[src/rtl/incskip_pkg.sv]
// Shared types for the increment-and-skip execute unit.
// Assumes a two-bit operation code supplied by the decoder.
package incskip_pkg;

    typedef enum logic [1:0] {
        OP_REG  = 2'd0,
        OP_DIR  = 2'd1,
        OP_IND  = 2'd2,
        OP_PAIR = 2'd3
    } op_mode_e;

    typedef enum logic [2:0] {
        ST_IDLE = 3'd0,
        ST_EXEC = 3'd1,
        ST_RD   = 3'd2,
        ST_WR   = 3'd3,
        ST_SKIP = 3'd4
    } exec_state_e;

endpackage

[src/rtl/incskip_incr.sv]
// Ripple incrementer: y = a + 1 with carry out.
// Assumes W >= 1. Purely combinational.
module incskip_incr #(
    parameter int W = 4
) (
    input  logic [W-1:0] a,
    output logic [W-1:0] y,
    output logic         co
);
    logic [W:0] c;

    assign c[0] = 1'b1;

    // One half-adder stage per bit.
    for (genvar i = 0; i < W; i++) begin : g_bit
        assign y[i]   = a[i] ^ c[i];
        assign c[i+1] = a[i] & c[i];
    end

    assign co = c[W];
endmodule

[src/rtl/incskip_regfile.sv]
// Nibble register file. Even/odd neighbours form pairs (odd = high nibble).
// The top pair is the HL pointer. Write priority: pair, nibble, external.
// Assumes NUM_REGS is a power of two, at least 2.
module incskip_regfile #(
    parameter int W        = 4,
    parameter int NUM_REGS = 8,
    localparam int IDX_W   = $clog2(NUM_REGS),
    localparam int PIDX_W  = (IDX_W > 1) ? IDX_W - 1 : 1,
    localparam int HL_PAIR = NUM_REGS / 2 - 1
) (
    input  logic              clk,
    input  logic              rst_n,
    input  logic              ext_we,
    input  logic [IDX_W-1:0]  ext_idx,
    input  logic [W-1:0]      ext_data,
    input  logic              nib_we,
    input  logic [IDX_W-1:0]  nib_idx,
    input  logic [W-1:0]      nib_data,
    input  logic              pair_we,
    input  logic [PIDX_W-1:0] pair_idx,
    input  logic [2*W-1:0]    pair_data,
    input  logic [IDX_W-1:0]  rd_idx,
    output logic [W-1:0]      rd_data,
    input  logic [IDX_W-1:0]  op_idx,
    output logic [W-1:0]      op_nib,
    input  logic [PIDX_W-1:0] op_pidx,
    output logic [2*W-1:0]    op_pair,
    output logic [2*W-1:0]    hl
);
    logic [W-1:0] regs [NUM_REGS];

    for (genvar g = 0; g < NUM_REGS; g++) begin : g_reg
        localparam int PAIR_NO = g / 2;
        localparam bit IS_HI   = (g % 2) == 1;

        // Update one register with the highest-priority writer.
        always_ff @(posedge clk) begin
            if (!rst_n) begin
                regs[g] <= '0;
            end else if (pair_we && pair_idx == PIDX_W'(PAIR_NO)) begin
                regs[g] <= IS_HI ? pair_data[2*W-1:W] : pair_data[W-1:0];
            end else if (nib_we && nib_idx == IDX_W'(g)) begin
                regs[g] <= nib_data;
            end else if (ext_we && ext_idx == IDX_W'(g)) begin
                regs[g] <= ext_data;
            end
        end
    end

    // Read ports.
    always_comb begin
        rd_data = regs[rd_idx];
        op_nib  = regs[op_idx];
        op_pair = {regs[{op_pidx, 1'b1}], regs[{op_pidx, 1'b0}]};
        hl      = {regs[2*HL_PAIR+1], regs[2*HL_PAIR]};
    end
endmodule

[src/rtl/incskip_ctrl.sv]
// Sequencer for one increment-and-skip operation.
// Register/pair forms: EXEC. Memory forms: RD then WR. A carry adds SKIP.
// Assumes 'carry' is valid in EXEC and WR.
module incskip_ctrl
    import incskip_pkg::*;
(
    input  logic        clk,
    input  logic        rst_n,
    input  logic        start,
    input  op_mode_e    mode,
    input  logic        carry,
    output exec_state_e state,
    output logic        accept,
    output logic        busy,
    output logic        done,
    output logic        skip
);
    exec_state_e nxt;

    assign accept = (state == ST_IDLE) && start;

    // Next-state selection.
    always_comb begin
        nxt = state;
        case (state)
            ST_IDLE: if (start) nxt = (mode == OP_REG || mode == OP_PAIR) ? ST_EXEC : ST_RD;
            ST_EXEC: nxt = carry ? ST_SKIP : ST_IDLE;
            ST_RD:   nxt = ST_WR;
            ST_WR:   nxt = carry ? ST_SKIP : ST_IDLE;
            ST_SKIP: nxt = ST_IDLE;
            default: nxt = ST_IDLE;
        endcase
    end

    // State register.
    always_ff @(posedge clk) begin
        if (!rst_n) state <= ST_IDLE;
        else        state <= nxt;
    end

    // Status outputs.
    always_comb begin
        busy = (state != ST_IDLE);
        skip = (state == ST_SKIP);
        done = skip || (((state == ST_EXEC) || (state == ST_WR)) && !carry);
    end
endmodule

[src/rtl/incskip_unit.sv]
// Top of the increment-and-skip execute unit. Latches the decoded op on
// start, runs the increment on a register, a pair or a memory nibble,
// and signals skip on carry. The carry flag is written only by cy_we.
// Assumes a data memory with one-cycle read latency.
module incskip_unit
    import incskip_pkg::*;
#(
    parameter int NIB_W    = 4,
    parameter int NUM_REGS = 8,
    localparam int IDX_W   = $clog2(NUM_REGS),
    localparam int PIDX_W  = (IDX_W > 1) ? IDX_W - 1 : 1,
    localparam int ADDR_W  = 2 * NIB_W
) (
    input  logic              clk,
    input  logic              rst_n,
    input  logic              start,
    input  logic [1:0]        op_mode,
    input  logic [IDX_W-1:0]  op_reg,
    input  logic [ADDR_W-1:0] op_addr,
    input  logic              wr_en,
    input  logic [IDX_W-1:0]  wr_idx,
    input  logic [NIB_W-1:0]  wr_data,
    input  logic [IDX_W-1:0]  rd_idx,
    output logic [NIB_W-1:0]  rd_data,
    output logic [ADDR_W-1:0] hl_ptr,
    input  logic              cy_we,
    input  logic              cy_wdata,
    output logic              cy_flag,
    output logic [ADDR_W-1:0] mem_addr,
    output logic              mem_we,
    output logic [NIB_W-1:0]  mem_wdata,
    input  logic [NIB_W-1:0]  mem_rdata,
    output logic              busy,
    output logic              done,
    output logic              skip
);
    exec_state_e       state;
    logic              accept;
    op_mode_e          mode_q;
    logic [IDX_W-1:0]  reg_q;
    logic [ADDR_W-1:0] addr_q;
    logic [NIB_W-1:0]  rf_nib, nib_opnd, nib_sum;
    logic [ADDR_W-1:0] rf_pair, pair_sum;
    logic              nib_co, pair_co, carry;
    logic [PIDX_W-1:0] pidx;

    assign pidx = (IDX_W > 1) ? PIDX_W'(reg_q >> 1) : '0;

    // Capture the decoded operation and its effective memory address.
    always_ff @(posedge clk) begin
        if (!rst_n) begin
            mode_q <= OP_REG;
            reg_q  <= '0;
            addr_q <= '0;
        end else if (accept) begin
            mode_q <= op_mode_e'(op_mode);
            reg_q  <= op_reg;
            addr_q <= (op_mode_e'(op_mode) == OP_DIR) ? op_addr : hl_ptr;
        end
    end

    // Carry flag: written only by the external port.
    always_ff @(posedge clk) begin
        if (!rst_n)     cy_flag <= 1'b0;
        else if (cy_we) cy_flag <= cy_wdata;
    end

    incskip_regfile #(.W(NIB_W), .NUM_REGS(NUM_REGS)) i_rf (
        .clk       (clk),
        .rst_n     (rst_n),
        .ext_we    (wr_en),
        .ext_idx   (wr_idx),
        .ext_data  (wr_data),
        .nib_we    ((state == ST_EXEC) && (mode_q == OP_REG)),
        .nib_idx   (reg_q),
        .nib_data  (nib_sum),
        .pair_we   ((state == ST_EXEC) && (mode_q == OP_PAIR)),
        .pair_idx  (pidx),
        .pair_data (pair_sum),
        .rd_idx    (rd_idx),
        .rd_data   (rd_data),
        .op_idx    (reg_q),
        .op_nib    (rf_nib),
        .op_pidx   (pidx),
        .op_pair   (rf_pair),
        .hl        (hl_ptr)
    );

    // Nibble operand: register for the register form, memory data otherwise.
    assign nib_opnd = (mode_q == OP_REG) ? rf_nib : mem_rdata;

    incskip_incr #(.W(NIB_W)) i_nib_inc (
        .a  (nib_opnd),
        .y  (nib_sum),
        .co (nib_co)
    );

    incskip_incr #(.W(ADDR_W)) i_pair_inc (
        .a  (rf_pair),
        .y  (pair_sum),
        .co (pair_co)
    );

    assign carry = (mode_q == OP_PAIR) ? pair_co : nib_co;

    incskip_ctrl i_ctrl (
        .clk    (clk),
        .rst_n  (rst_n),
        .start  (start),
        .mode   (op_mode_e'(op_mode)),
        .carry  (carry),
        .state  (state),
        .accept (accept),
        .busy   (busy),
        .done   (done),
        .skip   (skip)
    );

    // Memory port: address held for the whole op, write in WR.
    assign mem_addr  = addr_q;
    assign mem_we    = (state == ST_WR);
    assign mem_wdata = nib_sum;
endmodule

[config.mk]
export PLATFORM = sky130hd
export DESIGN_NAME = incskip_unit
export DESIGN_NICKNAME = d
export VERILOG_FILES = /design/src/rtl/incskip_pkg.sv /design/src/rtl/incskip_incr.sv /design/src/rtl/incskip_regfile.sv /design/src/rtl/incskip_ctrl.sv /design/src/rtl/incskip_unit.sv
export SDC_FILE = /design/constraint.sdc
export NUM_CORES = 1
export LEC_CHECK = 0
export CAP_MARGIN = 20
export CORE_MARGIN = 4
export CORE_UTILIZATION = 45
export CTS_CLUSTER_DIAMETER = 50
export CTS_CLUSTER_SIZE = 10
export DETAILED_ROUTE_END_ITERATION = 8
export DONT_BUFFER_PORTS = 1
export HOLD_SLACK_MARGIN = 0.1
export PLACE_DENSITY = 0.68
export RECOVER_POWER = 25
export SLEW_MARGIN = 20
export SYNTH_ARGS = -nofsm -noshare
export SYNTH_HDL_FRONTEND = slang
export SYNTH_SLANG_ARGS = --single-unit
export TNS_END_PERCENT = 20
[constraint.sdc]
create_clock -name clk -period 3.3 [get_ports clk]
set_input_delay 0.495 -clock clk [delete_from_list [all_inputs] [get_ports clk]]
set_output_delay 0.495 -clock clk [all_outputs]
set_load 0.01 [all_outputs]
==> run_results.csv <==
group,metric,value,unit
routing,drcViolationCount,0,
routing,vias,2987,
timing,hold_viol,0,
global_routing,antenna_found_initial,0,
worst_setup_path,reg2reg_depth,9,
floorplanning,rows,33,
final_layout,multi_input_area,2390,um2
global_routing,overflow,0,
routing,drtIter0Drc,209,
timing,period_needed,3.28,ns
routing,routed_wl,11100,um
final_layout,regArea,1370,um2
yosys,netlist_instances,335,
worst_setup_path,r2r-end,"i_rf.regs[2][2]",
yosys,ys_top_cells_by_area,"edfxtp_1 (25%), mux4_2 (12%), dfxtp_1 (11%)",
yosys,synthTopCellsByCount,"edfxtp_1 (32), nand2_1 (21), dfxtp_1 (20), mux4_2 (20), mux2i_1 (19)",
yosys,yosysWarnings,0,
floorplanning,die_w,99.9,um
timing,setup_viol,0,
timing,rsz0062_at_grt,"true",
cts,numClockSinks,52,
placement,placed_cells,429,
global_routing,grt_max_degree,34,
yosys,synthesis.nets,379,
final_layout,areaGrowthSynthToFinish,10.0,%
routing,ant_nets,0,
placement,post-dp-hpwl,8670,um
final_layout,fin_cells,447,
placement,post-place-ws,-0.00215,ns
final_layout,n_antenna_cell,0,
status,status,"finished clean",
worst_setup_path,critPathKind,"register to primary output",
yosys,avgSynthCellArea,11.4,um2
power_and_ir_drop,ir_drop,0.192,mV
hold_path,hold_class,"input port to register",
floorplanning,fp.dieH,99.9,um
worst_setup_path,worstPathArrival,2.79,ns
floorplanning,fp.dieArea,9980,um2
yosys,yosysTopAreaCell,"edfxtp_1",
yosys,yosysMostFrequentCell,"edfxtp_1",
placement,port_buffers,0,
cts,clk_latency,0.31,ns
timing,layout_setup_ws,0.0164,ns
global_routing,grt_pass1_wl,16900,um
power_and_ir_drop,report.power.total,1.61,mW
cts,cts_buffers,5,
timing,fin_crit_sh,0.995,
cts,cts_tree,"yes",
floorplanning,start_util,0.463,
timing,slew_headroom,0.479,
hold_path,min_from,"rst_n",
routing,post_drt_wl_per_cell,24.7,um
cts,clk_pin_slew,0.10,ns
power_and_ir_drop,p_leak,1.61,nW
worst_setup_path,path_max_fanout,2,
yosys,synth_cell_types,57,
placement,gp_congestion,0.880,
yosys,synth_top_area_share,0.253,
hold_path,min_to,"mem_addr[6]",
yosys,ys_ff_latch,52,
worst_setup_path,regToRegSetupSlack,0.48,ns
routing,drt_pass1_iterations,5,
hold_path,hold_depth,1,
final_layout,final_layout_size_suffix_gt1_frac,0.237,
floorplanning,fp.coreArea,8220,um2
floorplanning,ios,62,
cts,root_buffer,"clkbuf_8",
yosys,synth_flop_cell,"edfxtp_1",
final_layout,fin_nets,385,
yosys,async_reset_ff_frac,0,
cts,cts.htree.levels,2,
power_and_ir_drop,powerDensity,386,nW/um2
cts,clk_path_buf_depth,2,
flow_run,drv_cap,0,
global_routing,grt_pass1_vias,2916,
timing,skew,0.0115,ns
timing,fmax,305,MHz
yosys,seq_area_frac_synth,0.358,
yosys,syn-cell-area,3800,um2
global_routing,grt_use_total,0.222,
worst_setup_path,worstPathRequired,2.80,ns
timing,tightestPinTransition,0.771,ns
yosys,synth-edff-count,32,
timing,maxSlewViolCount,0,
worst_setup_path,endpoint_kind,"primary output",
routing,drt-vias-per-instance,6.68,
worst_setup_path,cp-start-kind,"register",
final_layout,fill_cells,723,
[area by class of cell]
cell class / count / area share
Clock buffer: 6 / 0.0173
Multi-Input combinational cell: 249 / 0.572
Tap cell: 105 / 0.0314
Timing Repair Buffer: 27 / 0.0449
Inverter: 6 / 0.00538
Clock inverter: 2 / 0.00269
Sequential cell: 52 / 0.326
[timing repair]
item                                    4_1_cts  5_1_grt
resized for setup                            21        5
endpoints found under the setup margin        2        1
pin swaps                                     4        2
buffers inserted                              9        1
hold buffers                                  0        0
[worst max-delay path, cell delays in order (launching register included)]
cell	delay (ns)
edfxtp_1	0.43
mux4_2	0.52
ha_4	0.19
ha_4	0.16
ha_4	0.16
ha_4	0.15
ha_4	0.16
ha_4	0.16
ha_4	0.16
mux2i_4	0.18
a31o_4	0.20
[registers in the layout, summed over array words and instances, names as in the netlist, named ones only]
register,flops
mode_q,2
mem_addr,8
i_rf.regs,32
i_ctrl.state,3
cy_flag,1
reg_q,3
[layer usage]
metal / GRT usage / routed length, um / vias up
met3: 0.0556 / 902 / 25
met5: 0 / 0 / -
met4: 0.0630 / 235 / 0
met1: 0.311 / 4800 / 1472
li1: - / - / 1357
met2: 0.344 / 5130 / 133
[how the worst max path moves through the flow]
| stage | endpoint | start | cells after the start | slack [ns] |
|---|---|---|---|---|
| 6_report | done | i_rf.regs[4][0] | 10 | 0.02 |
| 5_1_grt | done | i_rf.regs[6][0] | 10 | -0.06 |
| 4_1_cts | done | i_rf.regs[4][0] | 10 | 0.01 |
| 3_5_place_dp | done | register | 10 | -0.002 |
| 3_3_place_gp | done | register | 10 | 0.04 |
| 2_1_floorplan | done | register | 12 | 0.03 |
[cell usage in the layout, fill, tap and decap left out, types with 2 or more instances in the layout]
cell | netlist | layout
a31oi_1 | 2 | 2
buf_4 | 1 | 20
a211oi_1 | 5 | 5
o211a_1 | 8 | 8
a221o_1 | 12 | 12
mux4_2 | 20 | 20
a22o_1 | 16 | 16
and2_1 | 5 | 5
o21ai_0 | 8 | 7
nor4bb_1 | 2 | 2
clkbuf_1 | 10 | 7
o211ai_1 | 9 | 9
nand3_1 | 5 | 5
clkbuf_8 | 0 | 5
ha_1 | 11 | 3
mux2i_1 | 19 | 17
nor4_1 | 3 | 3
a21oi_1 | 7 | 7
nor4_4 | 5 | 5
mux2_2 | 6 | 6
a311oi_1 | 2 | 2
nand3b_1 | 4 | 4
and3_1 | 7 | 7
nor3_1 | 5 | 5
or3b_2 | 2 | 2
a21o_1 | 15 | 15
edfxtp_1 | 32 | 32
nand2_1 | 21 | 21
a32oi_1 | 3 | 3
ha_4 | 0 | 8
dfxtp_1 | 20 | 19
nor2b_1 | 9 | 9
nand2b_1 | 3 | 3
nor3_2 | 3 | 3
inv_1 | 6 | 6
or3_1 | 2 | 2
o31ai_1 | 2 | 2
nor2_1 | 10 | 10
[through the flow]
stage | hold slack, ns | utilization | TNS (ns) | cell area [um2]
3_5_place_dp | 0.565 | 0.477 | -0.00215 | 3920
5_1_grt | 0.299 | 0.509 | -0.0599 | 4180
6_report | 0.318 | 0.509 | 0 | 4180
4_1_cts | 0.298 | 0.509 | 0 | 4180
3_3_place_gp | 0.558 | 0.477 | 0 | 3920
2_1_floorplan | 0.530 | - | 0 | 3810
[power by group]
group          switching [mW]  total (mW)  internal (mW)
Combinational           0.259       0.465          0.206
Clock                   0.216       0.363          0.148
Sequential             0.0527       0.786          0.733
[cells by family after synthesis]
group	Yosys count	share of synthesized area
buf+inv	34	0.0454
fa+ha+maj	11	0.0362
simple gates	95	0.167
flops	52	0.358
compound gates	98	0.207
mux	45	0.186
Note: power is estimated with default switching activity, not from simulation.
